## src/rtl/i2c_tenbit_pkg.sv

```systemverilog
package i2c_tenbit_pkg;
    localparam int BYTE_W = 8;
    localparam int CNT_W  = 4;
    localparam logic [4:0] HI_TAG = 5'b11110;

    typedef enum logic [2:0] {
        ST_IDLE,
        ST_HI,
        ST_LO,
        ST_DATA,
        ST_SKIP
    } rx_st_e;

    typedef struct packed {
        rx_st_e             st;
        logic [CNT_W-1:0]   bit_cnt;
        logic [BYTE_W-1:0]  shreg;
        logic               ack;
        logic [BYTE_W-1:0]  cmp;
        logic [BYTE_W-1:0]  rxbuf;
        logic               start_seen;
        logic               ua;
        logic               bf;
        logic               irq;
        logic               ovf;
        logic               rel;
    } rx_state_t;
endpackage

```

## src/rtl/i2c_tenbit_sync.sv

```systemverilog
module i2c_tenbit_sync #(
    parameter int STAGES = 2,
    parameter int WIDTH  = 2
) (
    input  logic             clk,
    input  logic             rst_n,
    input  logic [WIDTH-1:0] din,
    output logic [WIDTH-1:0] dout
);
    for (genvar g = 0; g < WIDTH; g++) begin : g_line
        logic [STAGES-1:0] chain_q;
        always_ff @(posedge clk or negedge rst_n) begin
            if (!rst_n) chain_q <= '1;
            else        chain_q <= {chain_q[STAGES-2:0], din[g]};
        end
        assign dout[g] = chain_q[STAGES-1];
    end
endmodule

```

## src/rtl/i2c_tenbit_cond.sv

```systemverilog
module i2c_tenbit_cond (
    input  logic clk,
    input  logic rst_n,
    input  logic scl_s,
    input  logic sda_s,
    output logic scl_rise,
    output logic scl_fall,
    output logic start_det,
    output logic stop_det
);
    logic scl_q, sda_q;

    always_ff @(posedge clk or negedge rst_n) begin
        if (!rst_n) begin
            scl_q <= 1'b1;
            sda_q <= 1'b1;
        end else begin
            scl_q <= scl_s;
            sda_q <= sda_s;
        end
    end

    assign scl_rise  = scl_s & ~scl_q;
    assign scl_fall  = ~scl_s & scl_q;
    assign start_det = scl_s & scl_q & sda_q & ~sda_s;
    assign stop_det  = scl_s & scl_q & ~sda_q & sda_s;
endmodule

```

## src/rtl/i2c_tenbit_rx.sv

```systemverilog
module i2c_tenbit_rx
    import i2c_tenbit_pkg::*;
#(
    parameter int          SYNC_STAGES = 2,
    parameter logic [7:0]  ADDR_RST    = 8'h00
) (
    input  logic       clk,
    input  logic       rst_n,
    input  logic       scl_i,
    input  logic       sda_i,
    output logic       scl_pull_o,
    output logic       sda_pull_o,
    input  logic       addr_wr_i,
    input  logic [7:0] addr_wdata_i,
    output logic [7:0] addr_q_o,
    output logic [7:0] rxbuf_o,
    input  logic       rxbuf_rd_i,
    output logic       start_seen_o,
    output logic       upd_addr_o,
    output logic       buf_full_o,
    output logic       irq_o,
    output logic       ovf_o,
    input  logic       irq_clr_i,
    output logic       rel_o,
    input  logic       rel_set_i,
    input  logic       stretch_en_i,
    input  logic       start_irq_en_i
);
    localparam logic [CNT_W-1:0] LAST_BIT = CNT_W'(BYTE_W);
    localparam logic [CNT_W-1:0] ACK_CLK  = CNT_W'(BYTE_W + 1);

    logic [1:0] line_s;
    logic       scl_rise, scl_fall, start_det, stop_det;
    logic       byte_ok, wr_ok;
    rx_state_t  q, d;

    i2c_tenbit_sync #(.STAGES(SYNC_STAGES), .WIDTH(2)) u_sync (
        .clk(clk), .rst_n(rst_n), .din({scl_i, sda_i}), .dout(line_s)
    );

    i2c_tenbit_cond u_cond (
        .clk(clk), .rst_n(rst_n), .scl_s(line_s[1]), .sda_s(line_s[0]),
        .scl_rise(scl_rise), .scl_fall(scl_fall),
        .start_det(start_det), .stop_det(stop_det)
    );

    always_comb begin
        case (q.st)
            ST_HI:   byte_ok = (q.shreg == q.cmp) && (q.shreg[7:3] == HI_TAG) && !q.shreg[0];
            ST_LO:   byte_ok = (q.shreg == q.cmp);
            ST_DATA: byte_ok = !q.bf;
            default: byte_ok = 1'b0;
        endcase
    end

    assign wr_ok = !(((q.st == ST_HI) || (q.st == ST_LO)) && (q.bit_cnt != '0));

    always_comb begin
        d = q;
        // software side
        if (rxbuf_rd_i) d.bf = 1'b0;
        if (irq_clr_i) begin
            d.irq = 1'b0;
            d.ovf = 1'b0;
        end
        if (rel_set_i) d.rel = 1'b1;
        if (addr_wr_i && wr_ok) begin
            d.cmp = addr_wdata_i;
            d.ua  = 1'b0;
        end
        // bus side
        if (start_det) begin
            d.st         = ST_HI;
            d.bit_cnt    = '0;
            d.ack        = 1'b0;
            d.start_seen = 1'b1;
            if (start_irq_en_i) d.irq = 1'b1;
        end else if (stop_det) begin
            d.st         = ST_IDLE;
            d.bit_cnt    = '0;
            d.ack        = 1'b0;
            d.start_seen = 1'b0;
        end else if (q.st != ST_IDLE) begin
            if (scl_rise && q.bit_cnt < LAST_BIT) begin
                d.shreg   = {q.shreg[BYTE_W-2:0], line_s[0]};
                d.bit_cnt = q.bit_cnt + 1'b1;
            end else if (scl_rise && q.bit_cnt == LAST_BIT) begin
                d.bit_cnt = ACK_CLK;
            end else if (scl_fall && q.bit_cnt == LAST_BIT) begin
                d.ack = byte_ok;
            end else if (scl_fall && q.bit_cnt == ACK_CLK) begin
                d.ack     = 1'b0;
                d.bit_cnt = '0;
                case (q.st)
                    ST_HI: begin
                        if (q.ack) begin
                            d.ua    = 1'b1;
                            d.irq   = 1'b1;
                            d.bf    = 1'b1;
                            d.rxbuf = q.shreg;
                            d.st    = ST_LO;
                        end else begin
                            d.st = ST_SKIP;
                        end
                    end
                    ST_LO: begin
                        d.ua  = 1'b1;
                        d.irq = 1'b1;
                        if (q.ack) begin
                            d.bf    = 1'b1;
                            d.rxbuf = q.shreg;
                            d.st    = ST_DATA;
                        end else begin
                            d.st = ST_SKIP;
                        end
                    end
                    ST_DATA: begin
                        d.irq = 1'b1;
                        if (q.ack) begin
                            d.bf    = 1'b1;
                            d.rxbuf = q.shreg;
                            if (stretch_en_i) d.rel = 1'b0;
                        end else begin
                            d.ovf = 1'b1;
                        end
                    end
                    default: ;
                endcase
            end
        end
    end

    always_ff @(posedge clk or negedge rst_n) begin
        if (!rst_n) begin
            q            <= '0;
            q.st         <= ST_IDLE;
            q.cmp        <= ADDR_RST;
            q.rel        <= 1'b1;
        end else begin
            q <= d;
        end
    end

    assign scl_pull_o   = (q.ua | ~q.rel) & (q.st != ST_IDLE);
    assign sda_pull_o   = q.ack;
    assign addr_q_o     = q.cmp;
    assign rxbuf_o      = q.rxbuf;
    assign start_seen_o = q.start_seen;
    assign upd_addr_o   = q.ua;
    assign buf_full_o   = q.bf;
    assign irq_o        = q.irq;
    assign ovf_o        = q.ovf;
    assign rel_o        = q.rel;
endmodule

```

## config.mk

```make
export PLATFORM = sky130hd
export DESIGN_NAME = i2c_tenbit_rx
export DESIGN_NICKNAME = d
export VERILOG_FILES = /design/src/rtl/i2c_tenbit_pkg.sv /design/src/rtl/i2c_tenbit_sync.sv /design/src/rtl/i2c_tenbit_cond.sv /design/src/rtl/i2c_tenbit_rx.sv
export SDC_FILE = /design/constraint.sdc
export NUM_CORES = 1
export LEC_CHECK = 0
export BUFFER_PORTS_ARGS = -buffer_cell sky130_fd_sc_hd__buf_2
export CAP_MARGIN = 0
export CORE_MARGIN = 1
export CORE_UTILIZATION = 35
export CTS_CLUSTER_SIZE = 30
export DETAILED_ROUTE_END_ITERATION = 7
export PLACE_DENSITY = 0.63
export REMOVE_ABC_BUFFERS = 1
export SLEW_MARGIN = 20
export SYNTH_ARGS = -nofsm -noshare
export SYNTH_HDL_FRONTEND = slang
export SYNTH_SLANG_ARGS = --single-unit
```

## constraint.sdc

```tcl
create_clock -name clk -period 2 [get_ports clk]
set_input_delay 0.3 -clock clk [delete_from_list [all_inputs] [get_ports clk]]
set_output_delay 0.3 -clock clk [all_outputs]
set_load 0.01 [all_outputs]
```

* Yosys cells after proc, flatten, opt, wreduce, memory -nomap -nowiden *
Cells that the tools add are included.
Widths: inputs -> output; s select.

operators by class
  add/sub/neg operators = 1
  order comparisons = 1
  eq/ne operators = 11
  muxes and demuxes = 44
  bitwise logic cells = 19
  reduce and logical (&&, ||, !) cells = 27

operators with widths
  kind                number
  $mux 5              6
  $mux 7              4
  $mux 1              17
  $mux 16             1
  $mux 3              5
  $reduce_bool 4->1   3
  $not 1->1           10
  $ne 3x3->1 const B  3
  $reduce_and 9->1    1
  $reduce_bool 3->1   3
  $and 1x1->1         8
  $eq 4x4->1 const B  2
  $eq 8x8->1          1
  $logic_and 1x1->1   8
  $mux 2              4
  $mux 4              2
  $mux 8              1
  $reduce_and 4->1    2
  $eq 3x2->1 const B  2
  $pmux 3 s2          1
  $reduce_and 6->1    1
  $eq 5x5->1 const B  1
  $ne 5x5->1 const B  1
  $reduce_bool 5->1   1
  13 further kinds    15

word-level totals
  register bits after elaboration = 44
  bits of input ports = 18
  output and inout port bits = 24
  word-level logic and storage cells = 119

* Logic depth before layout (Yosys ltp) *
  word-level depth = 15
  mapped depth = 7
  gate-level depth less buffers = 6

* Modules after synthesis *
From an unflattened synthesis, not the netlist that was laid out.

second synthesis, totals
  cell total of the unflattened synthesis = 192
  area total of the unflattened synthesis = 2202.1 µm²

modules (own cells, without submodules)
  module           instances  cells an instance  area an instance (µm²)  sequential area each (µm²)
  i2c_tenbit_rx    1          180                1996.9                  952.2
  i2c_tenbit_sync  1          6                  120.1                   105.1
  i2c_tenbit_cond  1          6                  85.1                    52.6

* Worst setup path before layout *
OpenSTA, ideal clock, no wires.

  path type = register to register
  start = reg q[31] in the netlist's numbering
  end = reg q (netlist bit rxbuf_o[0])
  setup time = 125 ps
  arrival = 2042 ps
  required time = 1875 ps
  slack = -167 ps
  stages on the path, launching flop included = 8
  path buffers = 1
  clock period less this slack = 2167 ps
  path through = dfrtp_1 inv_1 ha_1 nand2b_4 or3_1 buf_6 nor3b_4 mux2_2

between the ends
  cells in the longest elaborated chain, start to end = 4
  elaborated cells between the ends (all ways) = 11
  those cells by class = 1 x order compare; 2 x eq/ne; 3 x bitwise; 5 x reduce/logical

ends and longest elaborated chain
  item                                      line                                                           RTL
  start: declaration                        i2c_tenbit_rx.sv:35                                            rx_state_t q, d;
  $lt 4x4->1 or $eq 4x4->1 (tied branches)  i2c_tenbit_rx.sv:84, i2c_tenbit_rx.sv:87, i2c_tenbit_rx.sv:89
  $logic_and 1x1->1 (on tied branches)      i2c_tenbit_rx.sv:84, i2c_tenbit_rx.sv:87, i2c_tenbit_rx.sv:89
  $not 1->1 (no source line)                -
  $reduce_and 9->1 (no source line) (*)     -

Mark *: on every way between the ends. The rest lies on a longest branch, timed or not.
A chain may end at the register's enable or synchronous reset.

* Worst setup path in the final report *
  start = reg u_cond.scl_q
  end = reg q (netlist bit rxbuf_o[3])

between the ends
  cells in the longest elaborated chain, start to end = 5
  elaborated cells between the ends (all ways) = 18
  those cells by class = 13 x bitwise; 5 x reduce/logical

ends and longest elaborated chain
  item                                      line                                                                 RTL
  start: declaration                        i2c_tenbit_cond.sv:11                                                logic scl_q, sda_q;
  start signal: assignment                  i2c_tenbit_cond.sv:18                                                scl_q <= scl_s;
  $and 1x1->1 or $not 1->1 (tied branches)  i2c_tenbit_cond.sv:25, i2c_tenbit_cond.sv:26, i2c_tenbit_cond.sv:23
  $and 1x1->1 (on tied branches)            i2c_tenbit_cond.sv:26, i2c_tenbit_cond.sv:23, i2c_tenbit_cond.sv:25
  $and 1x1->1 (tied with other cells)       i2c_tenbit_cond.sv:26                                                assign stop_det = scl_s & scl_q & ~sda_q & sda_s;
  $not 1->1 (no source line)                -
  $reduce_and 9->1 (no source line) (*)     -

Marked as above.

==> impl_metrics.csv <==
group,metric,value,unit
clocking,clk_latency,0.30,ns
critical_path,startpoint,"u_cond.scl_q",
placed_design,hpwl,3390,um
clocking,cts_tree,"built",
route,routed_wl,4810,um
layout,finalNonFillerCells,311,
floorplanning,die_h,81.3,um
logic_synthesis,yosys.area_share.simple,0.144,
logic_synthesis,synthTopCellsByArea,"dfrtp_1 42%, mux2_2 12%, dfstp_2 8.4%",
floorplanning,core_area,5990,um2
floorplanning,dieArea,6610,um2
route,drc,0,
grt,grt_usage,0.158,
route,vias,1551,
critical_path,start_kind,"register",
logic_synthesis,synth_edf_count,0,
logic_synthesis,synth_xor_area_frac,0.0398,
clocking,clock_tree.buffer_depth,2,
sta,finalSetupViolations,3,
layout,postLayoutCoreUtil,0.458,
floorplanning,die_x,81.3,um
route,met1_length,2280,um
sta,max_freq,496,MHz
floorplanning,start_util,0.367,
placed_design,placed_area,2510,um2
sta,fin_crit,2.02,ns
logic_synthesis,syn_inst,184,
route,postRouteAntennaNets,0,
route,met3_length,268,um
critical_path,cp_top_family,"simple AND/OR/NAND/NOR gates",
power_and_ir_drop,p_leak,1.29,nW
logic_synthesis,synth_compound_area_frac,0.0904,
logic_synthesis,postSynth.asyncResetShare,1.00,
worst_hold_path,holdCritPathClass,"in -> async",
placed_design,io_buffers,41,
floorplanning,io_pins,42,
critical_path,ff2ff_path_depth,5,
logic_synthesis,synth-main-ff-cell,"dfrtp_1",
run_status,violations,"setup timing",
run_status,run_status,"complete, but fails checks",
grt,globalRouteOverflowTotal,0,
placed_design,globalplace.congestion,0.909,
critical_path,path_buf_inv,1,
logic_synthesis,synth_top_area_frac,0.421,
sta,tightest_slew,0.562,ns
sta,rsz0062_at_grt,"yes",
sta,relSlewSlack,0.625,
flow_run,drv_cap,0,
sta,fin_setup_tns,-0.0471,ns
sta,fin_hold_ws,0.0666,ns
critical_path,timing.reg2reg.setup_slack,-0.02,ns
critical_path,cp.arrival,2.22,ns
route,first_iter_violations,68,
layout,area_delta_synth_final,24.8,%
logic_synthesis,avgSynthCellArea,12.0,um2
sta,fin_skew,0.00790,ns
route,vias_per_cell,4.99,
logic_synthesis,synth_fa_ha_area_frac,0.0171,
route,wl_met2,2210,um
layout,drive_above_1_share,0.500,
critical_path,regToRegStartpoint,"u_cond.scl_q",
layout,fillers,567,
clocking,ctsRootBufferMaster,"clkbuf_8",
sta,slew_viol_final,0,
critical_path,path_cells,"nand4bb_4 -> or3_4 -> nor3b_4 -> clkbuf_16 -> mux2_4",
power_and_ir_drop,p_total,2.73,mW
placed_design,placed_cells_incl_taps,298,
layout,n_antenna_cell,0,
clocking,cts.sinks,44,
clocking,htree_levels,2,
logic_synthesis,synth_area,2200,um2
layout,num-nets-final,256,
logic_synthesis,yosysSeqAreaShare,0.505,
logic_synthesis,synth_top_family_by_area,"simple AND/OR/NAND/NOR gates",
sta,fin_crit_sh,1.01,
critical_path,required,2.20,ns
grt,grt_max_degree,45,
grt,grt_first_pass_wirelength,7730,um
logic_synthesis,synth-seq-cells,44,
floorplanning,num_rows,28,
route,wl_per_cell,15.5,um
placed_design,pre_cts_slack,-0.0259,ns
clocking,numCtsBuffers,5,
critical_path,critical_path_class,"reg -> reg",
critical_path,crit_path_end_kind,"register",
route,drt_first_pass_iters,4,
power_and_ir_drop,power_density,996,nW/um2
logic_synthesis,yosys_warnings,0,
grt,grt_pass1_vias,1568,
logic_synthesis,synth_mux_area_frac,0.123,
layout,design_area,2750,um2
critical_path,path_max_fanout,4,
critical_path,r2r-end,"rxbuf_o[3]",
grt,antenna_found_initial,0,
sta,fin_ws,-0.0167,ns
sta,hold_viol,0,
critical_path,slowest_delay,0.58,ns
critical_path,cp_slowest_cell,"dfstp_2",
power_and_ir_drop,vdd_drop_max,0.618,mV
route,highest_layer,"met4",
clocking,clkTransAtPathRegs,0.09,ns
logic_synthesis,yosys.area.top_type,"dfrtp_1",
logic_synthesis,ys_types,48,
[state kept, by name (all words and copies together), names as in the netlist]
signal / count
start_seen_o: 1
u_sync.g_line.chain_q: 4
sda_pull_o: 1
ovf_o: 1
buf_full_o: 1
q: 15
rxbuf_o: 8
u_cond.scl_q: 1
u_cond.sda_q: 1
irq_o: 1
upd_addr_o: 1
rel_o: 1
addr_q_o: 8
[metal layers]
| layer | vias up | track usage |
|---|---|---|
| met1 | 761 | 0.210 |
| met4 | 0 | 0.0536 |
| met5 | - | 0 |
| met3 | 5 | 0.0438 |
| li1 | 741 | - |
| met2 | 44 | 0.248 |
[what timing repair did]
item                                    in CTS  in global routing
endpoints found under the setup margin       8                  8
buffers inserted                             0                  4
cloned                                       0                  1
resized for setup                            1                 15
pin swaps                                    1                  2
hold buffers                                 0                  0
[synth_stat cells, types with 3 or more instances]
| master | n |
|---|---|
| ha_1 | 3 |
| nand2_1 | 4 |
| nor2b_1 | 4 |
| inv_1 | 7 |
| nand3_1 | 4 |
| dfrtp_1 | 37 |
| a21oi_1 | 6 |
| mux2_2 | 24 |
| buf_4 | 17 |
| xnor2_1 | 6 |
| xor2_1 | 4 |
| o21ai_0 | 6 |
| nor2_1 | 7 |
| dfstp_2 | 7 |
| or3_1 | 3 |
| and4b_1 | 3 |
| nor3_1 | 5 |
[placed cells by master (no fill, tap or decap), types with 3 or more instances in the layout]
master and n:
xnor2_1 6, buf_2 41, nor2b_1 4, nand3_1 4, buf_4 21, clkbuf_8 5, nand2_1 4, a21oi_1 6
dfrtp_1 36, xor2_1 4, nor2_1 7, o21ai_0 5, mux2_4 8, nor3_1 5, inv_1 6, dfstp_2 7
and4b_1 3, mux2_2 16
[worst max-delay path by stage]
stage	end	slack, ns	cells after the start
floorplan	rxbuf_o[0]	-0.17	6
global placement	rxbuf_o[3]	0.01	7
detailed placement	rxbuf_o[7]	-0.03	7
CTS	rxbuf_o[7]	0.008	7
global route	rxbuf_o[3]	-0.09	5
finish	rxbuf_o[3]	-0.02	5
[power breakdown]
| part | internal (mW) | leakage, nW | switching, mW |
|---|---|---|---|
| logic | 0.447 | 0.682 | 0.346 |
| clock network | 0.377 | 0.0548 | 0.339 |
| registers | 1.05 | 0.557 | 0.175 |
[layout make-up]
| type | instances | area (um2) | area share |
|---|---|---|---|
| Clock buffer | 5 | 68.8 | 0.0251 |
| Clock inverter | 3 | 46.3 | 0.0169 |
| Inverter | 7 | 26.3 | 0.00957 |
| Multi-Input combinational cell | 112 | 971 | 0.354 |
| Sequential cell | 44 | 1110 | 0.405 |
| Tap cell | 75 | 93.8 | 0.0342 |
| Timing Repair Buffer | 65 | 428 | 0.156 |
[cell families (layout without fill, tap and decap cells)]
| kind of cell | after synthesis | count (layout) |
|---|---|---|
| simple gates | 46 | 46 |
| mux | 24 | 24 |
| compound gates | 29 | 29 |
| fa+ha+maj | 3 | 3 |
| flops | 44 | 44 |
| buf+inv | 28 | 80 |
| xor+xnor | 10 | 10 |
(Power assumes the default switching activity.)
